**src/rtl/ahdlc_pkg.sv**
```systemverilog
package ahdlc_pkg;
  localparam int OCT_W = 8;
  localparam int FCS_BYTES = 2;
  localparam logic [7:0] OCT_FLAG  = 8'h7E;
  localparam logic [7:0] OCT_ESC   = 8'h7D;
  localparam logic [7:0] OCT_XMASK = 8'h20;
  localparam logic [7:0] OCT_BCAST = 8'hFF;
  localparam logic [15:0] CRC_INIT  = 16'hFFFF;
  localparam logic [15:0] CRC_POLYR = 16'h8408;
  localparam logic [15:0] CRC_GOOD  = 16'hF0B8;

  typedef enum logic [2:0] {TX_IDLE, TX_BODY, TX_FCS0, TX_FCS1, TX_CLOSE} tx_st_t;
  typedef enum logic [1:0] {RX_HUNT, RX_FRAME, RX_DROP, RX_FLUSH} rx_st_t;

  // one byte of reflected CRC-16, least significant bit first
  function automatic logic [15:0] crc_next(input logic [15:0] c, input logic [7:0] d);
    logic [15:0] r;
    r = c;
    for (int i = 0; i < 8; i++)
      r = (r[0] ^ d[i]) ? ((r >> 1) ^ CRC_POLYR) : (r >> 1);
    return r;
  endfunction

  function automatic logic needs_esc(input logic [7:0] b);
    return (b == OCT_FLAG) || (b == OCT_ESC);
  endfunction
endpackage

```
**src/rtl/ahdlc_oreg.sv**
```systemverilog
module ahdlc_oreg #(
  parameter int W = 8
) (
  input  logic         clk,
  input  logic         rst,
  input  logic         load,
  input  logic [W-1:0] din,
  input  logic         ready,
  output logic         valid,
  output logic [W-1:0] dout,
  output logic         free
);
  assign free = !valid || ready;

  always_ff @(posedge clk) begin
    if (rst) begin
      valid <= 1'b0;
      dout  <= '0;
    end else if (free) begin
      valid <= load;
      if (load) dout <= din;
    end
  end
endmodule

```
**src/rtl/ahdlc_tx.sv**
```systemverilog
module ahdlc_tx
  import ahdlc_pkg::*;
(
  input  logic             clk,
  input  logic             rst,
  input  logic [OCT_W-1:0] in_data,
  input  logic             in_valid,
  input  logic             in_last,
  output logic             in_ready,
  output logic [OCT_W-1:0] out_data,
  output logic             out_valid,
  input  logic             out_ready
);
  tx_st_t           st, esc_next, after;
  logic [15:0]      crc;
  logic             esc_pend;
  logic [OCT_W-1:0] esc_byte, src, obyte;
  logic             src_avail, free, load;

  ahdlc_oreg #(.W(OCT_W)) u_oreg (
    .clk(clk), .rst(rst), .load(load), .din(obyte), .ready(out_ready),
    .valid(out_valid), .dout(out_data), .free(free)
  );

  always_comb begin
    src = in_data;
    src_avail = 1'b0;
    after = TX_CLOSE;
    case (st)
      TX_BODY: begin src_avail = in_valid; after = in_last ? TX_FCS0 : TX_BODY; end
      TX_FCS0: begin src = ~crc[7:0];  src_avail = 1'b1; after = TX_FCS1; end
      TX_FCS1: begin src = ~crc[15:8]; src_avail = 1'b1; after = TX_CLOSE; end
      default: ;
    endcase
  end

  assign in_ready = (st == TX_BODY) && !esc_pend && free;

  always_comb begin
    load  = 1'b0;
    obyte = src;
    if (free) begin
      if (esc_pend) begin
        load  = 1'b1;
        obyte = esc_byte ^ OCT_XMASK;
      end else begin
        case (st)
          TX_IDLE:  begin load = in_valid; obyte = OCT_FLAG; end
          TX_CLOSE: begin load = 1'b1;     obyte = OCT_FLAG; end
          default:  begin
            load  = src_avail;
            obyte = needs_esc(src) ? OCT_ESC : src;
          end
        endcase
      end
    end
  end

  always_ff @(posedge clk) begin
    if (rst) begin
      st       <= TX_IDLE;
      crc      <= CRC_INIT;
      esc_pend <= 1'b0;
      esc_byte <= '0;
      esc_next <= TX_IDLE;
    end else if (free) begin
      if (esc_pend) begin
        esc_pend <= 1'b0;
        st       <= esc_next;
      end else begin
        case (st)
          TX_IDLE: if (in_valid) begin
            st  <= TX_BODY;
            crc <= CRC_INIT;
          end
          TX_CLOSE: st <= TX_IDLE;
          default: if (src_avail) begin
            if (st == TX_BODY) crc <= crc_next(crc, in_data);
            if (needs_esc(src)) begin
              esc_pend <= 1'b1;
              esc_byte <= src;
              esc_next <= after;
            end else begin
              st <= after;
            end
          end
        endcase
      end
    end
  end
endmodule

```
**src/rtl/ahdlc_rx.sv**
```systemverilog
module ahdlc_rx
  import ahdlc_pkg::*;
(
  input  logic             clk,
  input  logic             rst,
  input  logic [OCT_W-1:0] cfg_addr,
  input  logic             cfg_fcs_pass,
  input  logic [OCT_W-1:0] in_data,
  input  logic             in_valid,
  output logic             in_ready,
  output logic [OCT_W-1:0] out_data,
  output logic             out_last,
  output logic             out_valid,
  input  logic             out_ready,
  output logic             stat_valid,
  output logic             stat_ok
);
  localparam int HOLD = FCS_BYTES + 1;
  localparam int CW   = $clog2(HOLD + 1);
  localparam int FW   = $clog2(HOLD);
  localparam logic [CW-1:0] CNT_FULL = CW'(HOLD);
  localparam logic [FW-1:0] IDX_TOP  = FW'(HOLD - 1);

  rx_st_t           st;
  logic             esc, fok, free, load, olast, take, is_flag, is_esc, addr_bad, data_take;
  logic [CW-1:0]    cnt;
  logic [FW-1:0]    fidx, fstop;
  logic [15:0]      crc;
  logic [OCT_W-1:0] hold [HOLD];
  logic [OCT_W-1:0] odata, dec;
  logic [OCT_W:0]   oword;

  ahdlc_oreg #(.W(OCT_W + 1)) u_oreg (
    .clk(clk), .rst(rst), .load(load), .din({olast, odata}), .ready(out_ready),
    .valid(out_valid), .dout(oword), .free(free)
  );
  assign out_last = oword[OCT_W];
  assign out_data = oword[OCT_W-1:0];

  assign in_ready  = free && (st != RX_FLUSH);
  assign take      = in_valid && in_ready;
  assign is_flag   = (in_data == OCT_FLAG);
  assign is_esc    = (in_data == OCT_ESC);
  assign dec       = esc ? (in_data ^ OCT_XMASK) : in_data;
  assign addr_bad  = (dec != cfg_addr) && (dec != OCT_BCAST);
  assign data_take = take && (st == RX_FRAME) && !is_flag && !is_esc;

  always_comb begin
    load  = 1'b0;
    odata = hold[HOLD-1];
    olast = 1'b0;
    if (st == RX_FLUSH) begin
      load  = free;
      odata = hold[fidx];
      olast = (fidx == fstop);
    end else if (data_take && (cnt == CNT_FULL)) begin
      load = 1'b1;
    end
  end

  always_ff @(posedge clk) begin
    if (rst) begin
      st         <= RX_HUNT;
      esc        <= 1'b0;
      cnt        <= '0;
      crc        <= CRC_INIT;
      fidx       <= '0;
      fstop      <= '0;
      fok        <= 1'b0;
      stat_valid <= 1'b0;
      stat_ok    <= 1'b0;
      for (int k = 0; k < HOLD; k++) hold[k] <= '0;
    end else begin
      stat_valid <= 1'b0;
      case (st)
        RX_HUNT, RX_DROP: if (take && is_flag) begin
          st  <= RX_FRAME;
          esc <= 1'b0;
          cnt <= '0;
          crc <= CRC_INIT;
        end
        RX_FRAME: if (take) begin
          if (is_flag) begin
            esc <= 1'b0;
            cnt <= '0;
            crc <= CRC_INIT;
            if (esc) begin
              stat_valid <= 1'b1;
              stat_ok    <= 1'b0;
            end else if (cnt == CNT_FULL) begin
              st    <= RX_FLUSH;
              fidx  <= IDX_TOP;
              fstop <= cfg_fcs_pass ? '0 : IDX_TOP;
              fok   <= (crc == CRC_GOOD);
            end else if (cnt != '0) begin
              stat_valid <= 1'b1;
              stat_ok    <= 1'b0;
            end
          end else if (is_esc) begin
            esc <= 1'b1;
          end else begin
            esc <= 1'b0;
            crc <= crc_next(crc, dec);
            if ((cnt == '0) && addr_bad) begin
              st <= RX_DROP;
            end else begin
              hold[0] <= dec;
              for (int k = 1; k < HOLD; k++) hold[k] <= hold[k-1];
              if (cnt != CNT_FULL) cnt <= cnt + CW'(1);
            end
          end
        end
        RX_FLUSH: if (free) begin
          if (fidx == fstop) begin
            st         <= RX_FRAME;
            stat_valid <= 1'b1;
            stat_ok    <= fok;
          end else begin
            fidx <= fidx - FW'(1);
          end
        end
        default: st <= RX_HUNT;
      endcase
    end
  end
endmodule

```
**src/rtl/ahdlc_engine.sv**
```systemverilog
module ahdlc_engine
  import ahdlc_pkg::*;
(
  input  logic             clk,
  input  logic             rst,
  input  logic [OCT_W-1:0] cfg_addr,
  input  logic             cfg_fcs_pass,
  input  logic [OCT_W-1:0] tx_in_data,
  input  logic             tx_in_valid,
  input  logic             tx_in_last,
  output logic             tx_in_ready,
  output logic [OCT_W-1:0] tx_out_data,
  output logic             tx_out_valid,
  input  logic             tx_out_ready,
  input  logic [OCT_W-1:0] rx_in_data,
  input  logic             rx_in_valid,
  output logic             rx_in_ready,
  output logic [OCT_W-1:0] rx_out_data,
  output logic             rx_out_last,
  output logic             rx_out_valid,
  input  logic             rx_out_ready,
  output logic             rx_stat_valid,
  output logic             rx_stat_ok
);
  ahdlc_tx u_tx (
    .clk(clk), .rst(rst),
    .in_data(tx_in_data), .in_valid(tx_in_valid), .in_last(tx_in_last), .in_ready(tx_in_ready),
    .out_data(tx_out_data), .out_valid(tx_out_valid), .out_ready(tx_out_ready)
  );

  ahdlc_rx u_rx (
    .clk(clk), .rst(rst), .cfg_addr(cfg_addr), .cfg_fcs_pass(cfg_fcs_pass),
    .in_data(rx_in_data), .in_valid(rx_in_valid), .in_ready(rx_in_ready),
    .out_data(rx_out_data), .out_last(rx_out_last), .out_valid(rx_out_valid),
    .out_ready(rx_out_ready), .stat_valid(rx_stat_valid), .stat_ok(rx_stat_ok)
  );
endmodule

```
**config.mk**
```make
export PLATFORM = sky130hd
export DESIGN_NAME = ahdlc_engine
export DESIGN_NICKNAME = d
export VERILOG_FILES = /design/src/rtl/ahdlc_pkg.sv /design/src/rtl/ahdlc_oreg.sv /design/src/rtl/ahdlc_tx.sv /design/src/rtl/ahdlc_rx.sv /design/src/rtl/ahdlc_engine.sv
export SDC_FILE = /design/constraint.sdc
export NUM_CORES = 1
export LEC_CHECK = 0
export CAP_MARGIN = 20
export CORE_MARGIN = 4
export CORE_UTILIZATION = 40
export CTS_CLUSTER_DIAMETER = 100
export DETAILED_ROUTE_END_ITERATION = 7
export SLEW_MARGIN = 20
export SYNTH_ARGS = -nofsm -noshare
export SYNTH_HDL_FRONTEND = slang
export SYNTH_HIERARCHICAL = 1
export SYNTH_SLANG_ARGS = --single-unit
```
**constraint.sdc**
```tcl
create_clock -name clk -period 11.4 [get_ports clk]
set_clock_uncertainty 0.1 [all_clocks]
set_input_delay 2.28 -clock clk [delete_from_list [all_inputs] [get_ports clk]]
set_output_delay 2.28 -clock clk [all_outputs]
set_load 0.02 [all_outputs]
```
Word-level counts from Yosys, hierarchy flattened
Memory sizes are Yosys's and may differ from the RTL's. A register that Yosys moved wholly into a read port is not among the register bits.
Cells that the tools add are included.
Word-level totals
  bits in registers: 78
  bits in writable memories: 24
  bits of input ports: 32
  output and inout port bits: 23
  logic and storage cells: 253
  memories: 1
Cells by class
  add/subtract/negate cells: 2
  equal/unequal tests: 37
  mux-type cells: 109
  bitwise operators: 43
  reductions and logical operators: 43
Memory list
  u_rx.hold: depth 3, width 8, rd ports 4, clocked after Yosys merged registers in 1, write ports 3, line ahdlc_rx.sv:29  | logic [OCT_W-1:0] hold [HOLD];
Operator list (number)
  $mux W16: 23
  $pmux W16 S2: 2
  $mux W8: 7
  $mux W2: 25
  $not A2 Y3: 16
  $mux W1: 36
  $eq A8 B7 Y1 const B: 4
  $ne A3 B2 Y1 const B: 7
  $eq A16 B16 Y1 const B: 1
  $not A8 Y8: 2
  $pmux W8 S2: 1
  $xor A1 B1 Y1: 16
  $ne A2 B2 Y1 const B: 7
  $reduce_and A7 Y1: 2
  $mux W3: 4
  $pmux W3 S2: 2
  $reduce_and A6 Y1: 2
  $logic_and A1 B1 Y1: 11
  $pmux W1 S2: 5
  $reduce_and A5 Y1: 2
  $reduce_bool A2 Y1: 5
  $ne A2 B1 Y1 const B: 4
  $ne A8 B8 Y1: 1
  $ne A8 B8 Y1 const B: 1
  25 further kinds: 48

Depth between registers and ports, before layout
  depth after elaboration: 22
  depth in mapped cells: 10
  depth with buffers taken out: 7

Modules after synthesis
Netlist, hierarchy kept.
By module, submodules not included
  ahdlc_rx: instances 1, cells each 309, area each 2964.1 µm², sequential area each 1301.2 µm²
  ahdlc_tx: instances 1, cells each 233, area each 1955.6 µm², sequential area each 620.6 µm²
  ahdlc_oreg (u_rx.u_oreg): instances 1, cells each 45, area each 470.5 µm², sequential area each 200.2 µm²
  ahdlc_oreg (u_tx.u_oreg): instances 1, cells each 41, area each 441.7 µm², sequential area each 180.2 µm²

Least setup slack after synthesis
OpenSTA, ideal clock, no wires.
  path kind: input to register
  start: input rx_out_ready
  end: memory u_rx.hold[0][0], enable pin
  setup time: 0.442 ns
  arrival: 5.192 ns
  data required time: 10.858 ns
  slack: 5.666 ns
  stages: 7
  path buffers: 2
  cell sequence: nand2b_4 > buf_2 > nand2_1 > a311oi_4 > a21oi_2 > buf_2 > o31ai_1
RTL lines
  start, declared: line ahdlc_engine.sv:21  | input logic rx_out_ready,
  end, declared: line ahdlc_rx.sv:29

Worst setup path after layout
  start: input rx_out_ready
  end: output rx_in_ready
On the way
  longest elaborated chain between the ends: 2
RTL lines
  $logic_or A1 B1 Y1: line ahdlc_oreg.sv:13  | assign free = !valid || ready;
  via u_rx.free: line ahdlc_rx.sv:25  | logic esc, fok, free, load, olast, take, is_flag, is_esc, addr_bad, data_take;
  $logic_and A1 B1 Y1: line ahdlc_rx.sv:40  | assign in_ready = free && (st != RX_FLUSH);
  end, declared: line ahdlc_engine.sv:17  | output logic rx_in_ready,
The timed path passes the listed nets, and every way through them passes these cells.

==> run summary <==
Outcome - finished clean
Syn Inst Count - 628
Die width - 129 um
Final hold violations - 0
Antenna viol nets, final - 0
Synth-to-layout area growth - 15.2%
Hold Crit Depth - 2
P_leak - 2.33 nW
First-pass GRT wire length - 22,300 um
Multi-input logic area - 0.00325 sq mm
Remaining DRCs - 0
# rows - 43
Area fraction of the dominant cell type after synthesis - 27.1%
Main synth FF type - dfxtp_1
Storage element area - 0.00230 sq mm
Final count of pins violating max slew - 0
Htree depth - 3
Worst-Margin Slew - 1.05 ns
Post-Syn Area per Cell - 9.29 sq um
CTS tree - built
Clock transition at path regs - 0.07 ns
Largest net degree at the start of global routing - 73
Via Count - 4,629
Arr. time, crit path - 4.09 ns
Commonest cells in the synthesized netlist - dfxtp_1, nor2_1, o21ai_0
Worst Setup Path Type - in2out
Max-cap violations - 0
Chip Height - 129 um
Overall Global Routing Usage - 16.6%
Worst setup EP type - primary output
Ys async rst share - 0%
Fin crit share - 56.7%
Total gr overflow - 0
Die ar. - 0.0166 sq mm
Vias in the first global route - 4,397
Layout cell share with drive strength beyond 1 - 9.38%
Min Tclk post-route - 6.47 ns
Drt first pass iters - 5
Syn Nets - 662
Hold-fix buffers, CTS - 0
Post-cts sizing count - 0
Final core utilization - 47.6%
Vias per cell - 5.50
DR iter-0 viols - 295
Hold Path Origin - u_tx/esc_byte[2]$_SDFFE_PP0P_
Worst rel slew slack - 29.8%
Port buffer count - 54
Ys Warns - 6
CTS Buffer Depth - 2
Yosys reg bits - 103
R2r startpoint - u_tx/st[1]$_SDFFE_PP0P_
Post-synth cell types - 68
Routed length per instance - 15.7 um
Maximum operating frequency - 155 MHz
Core area - 0.0141 sq mm
Max VDD drop - 0.0619 mV
Synthesized area - 0.00583 sq mm
Area contributors post-synth - dfxtp_1, edfxtp_1, mux2i_1
Min-Delay Path Class - reg2reg
RSZ-0062 raised after global routing - no
GPL Wtd Cong - 0.836
Ports - 55
CP startpoint kind - input port
Diodes inserted - 0
Synth area leader - dfxtp_1
CP Max Fanout - 26
CTS root buf - clkbuf_16
Clock latency at the later pin of the worst-skew pair - 0.35 ns
Layout Nets - 690
Post-Route WL - 13,200 um
Worst Reg-to-Reg Cells - 5
Crit path launch - rx_out_ready
Final setup TNS - 0 ns
Initial antenna violation count - 0
Cts bufs inserted - 9
Initial Utilization - 41.4%
Hpwl dp - 9390 um
Setup Buffers After CTS - 0
Seq/Total Area, Yosys - 39.5%
Sink count of the clock tree - 103
Fillers - 1,370
Power density cells - 123 mW/mm^2
Number of synthesized flops with an enable pin - 24
Critical Path RT - 9.02 ns
Most common cell in the synthesized netlist - dfxtp_1
Final setup vio count - 0
==> registers in the layout, indices dropped and copies added (netlist names), 2 cells and up, named ones only <==
signal            flops
u_tx/esc_byte         8
u_rx/crc             16
u_tx/crc             16
u_tx/st               3
u_rx/u_oreg/dout      9
u_rx/st               2
u_rx/fidx             2
u_rx/hold            24
u_tx/u_oreg/dout      8
u_tx/esc_next         3
u_rx/cnt              2
==> stage by stage <==
| step | hold WS (ns) | total power (W) | instance area [sq um] | cells | worst slack [ns] |
|---|---|---|---|---|---|
| final | 0.348 | 0.000824 | 6720 | 841 | 4.93 |
| after global routing | 0.379 | 0.000862 | 6720 | 841 | 4.86 |
| after CTS | 0.352 | 0.000833 | 6700 | 840 | 4.98 |
| after detailed placement | 0.341 | 0.000529 | 6410 | 824 | 4.98 |
| after global placement | 0.337 | 0.000527 | 6410 | 824 | 5.02 |
| after floorplan | 0.326 | 0.000491 | 5830 | 628 | 5.67 |
==> layer usage <==
layer	vias to the layer above	wire length (um)	GRT usage, %
li1	2305	-	-
met1	2203	6470	23.7
met2	102	5890	24.4
met3	19	589	3.28
met4	0	275	7.23
met5	-	0	0
==> cells in the final DEF (no fill, tap or decap), types with 9 or more instances in the layout <==
master and n:
a21bo_1 17, a21oi_1 23, a21oi_2 19, and2_1 27
clkbuf_16 9, clkdlybuf4s50_1 53, dfxtp_1 79, edfxtp_1 24
inv_1 20, mux2i_1 28, nand2_1 22, nand2b_1 27
nand3_1 28, nor2_1 38, nor2b_1 11, nor3_1 18
o21ai_0 33, o22ai_1 18, xnor2_1 32, xor2_1 28
==> power breakdown <==
group          switching (W)  leakage, nW  internal [W]
sequential        0.00000753        0.888      0.000383
combinational      0.0000736         1.30     0.0000582
clock               0.000131        0.136      0.000170
total               0.000212         2.33      0.000612
==> worst paths after layout <==
check,end,slack (ns)
setup / recovery,rx_in_ready,4.93
hold / removal,u_tx/esc_byte[2]$_SDFFE_PP0P_,0.35
setup reg to reg,u_tx/esc_byte[7]$_SDFFE_PP0P_,7.79
hold reg to reg,u_tx/esc_byte[2]$_SDFFE_PP0P_,0.35
==> area by class of cell <==
type / instances / area share, %
flip-flops and latches: 103 / 34.3
clock buffers: 11 / 3.46
repair buffers: 58 / 8.53
well taps: 180 / 3.35
inverters: 20 / 1.12
multi-input cells: 464 / 48.4
clock inverters: 5 / 0.876
==> logic make-up after synthesis <==
family / synth area share (%)
adder cells (fa/ha/maj): 0.429
buffers and inverters: 5.11
AND/OR/NAND/NOR: 20.7
multiplexers: 5.96
flip-flops: 39.5
AO/OA/AOI/OAI: 19.3
XOR/XNOR: 9.01
==> critical path, cell delays in order <==
cell and delay, ns:
clkdlybuf4s50_1 0.46, nand2b_4 0.28, inv_1 0.14, a21oi_1 0.26, clkdlybuf4s50_1 0.66
No activity file was read; power rests on OpenSTA's default activity.
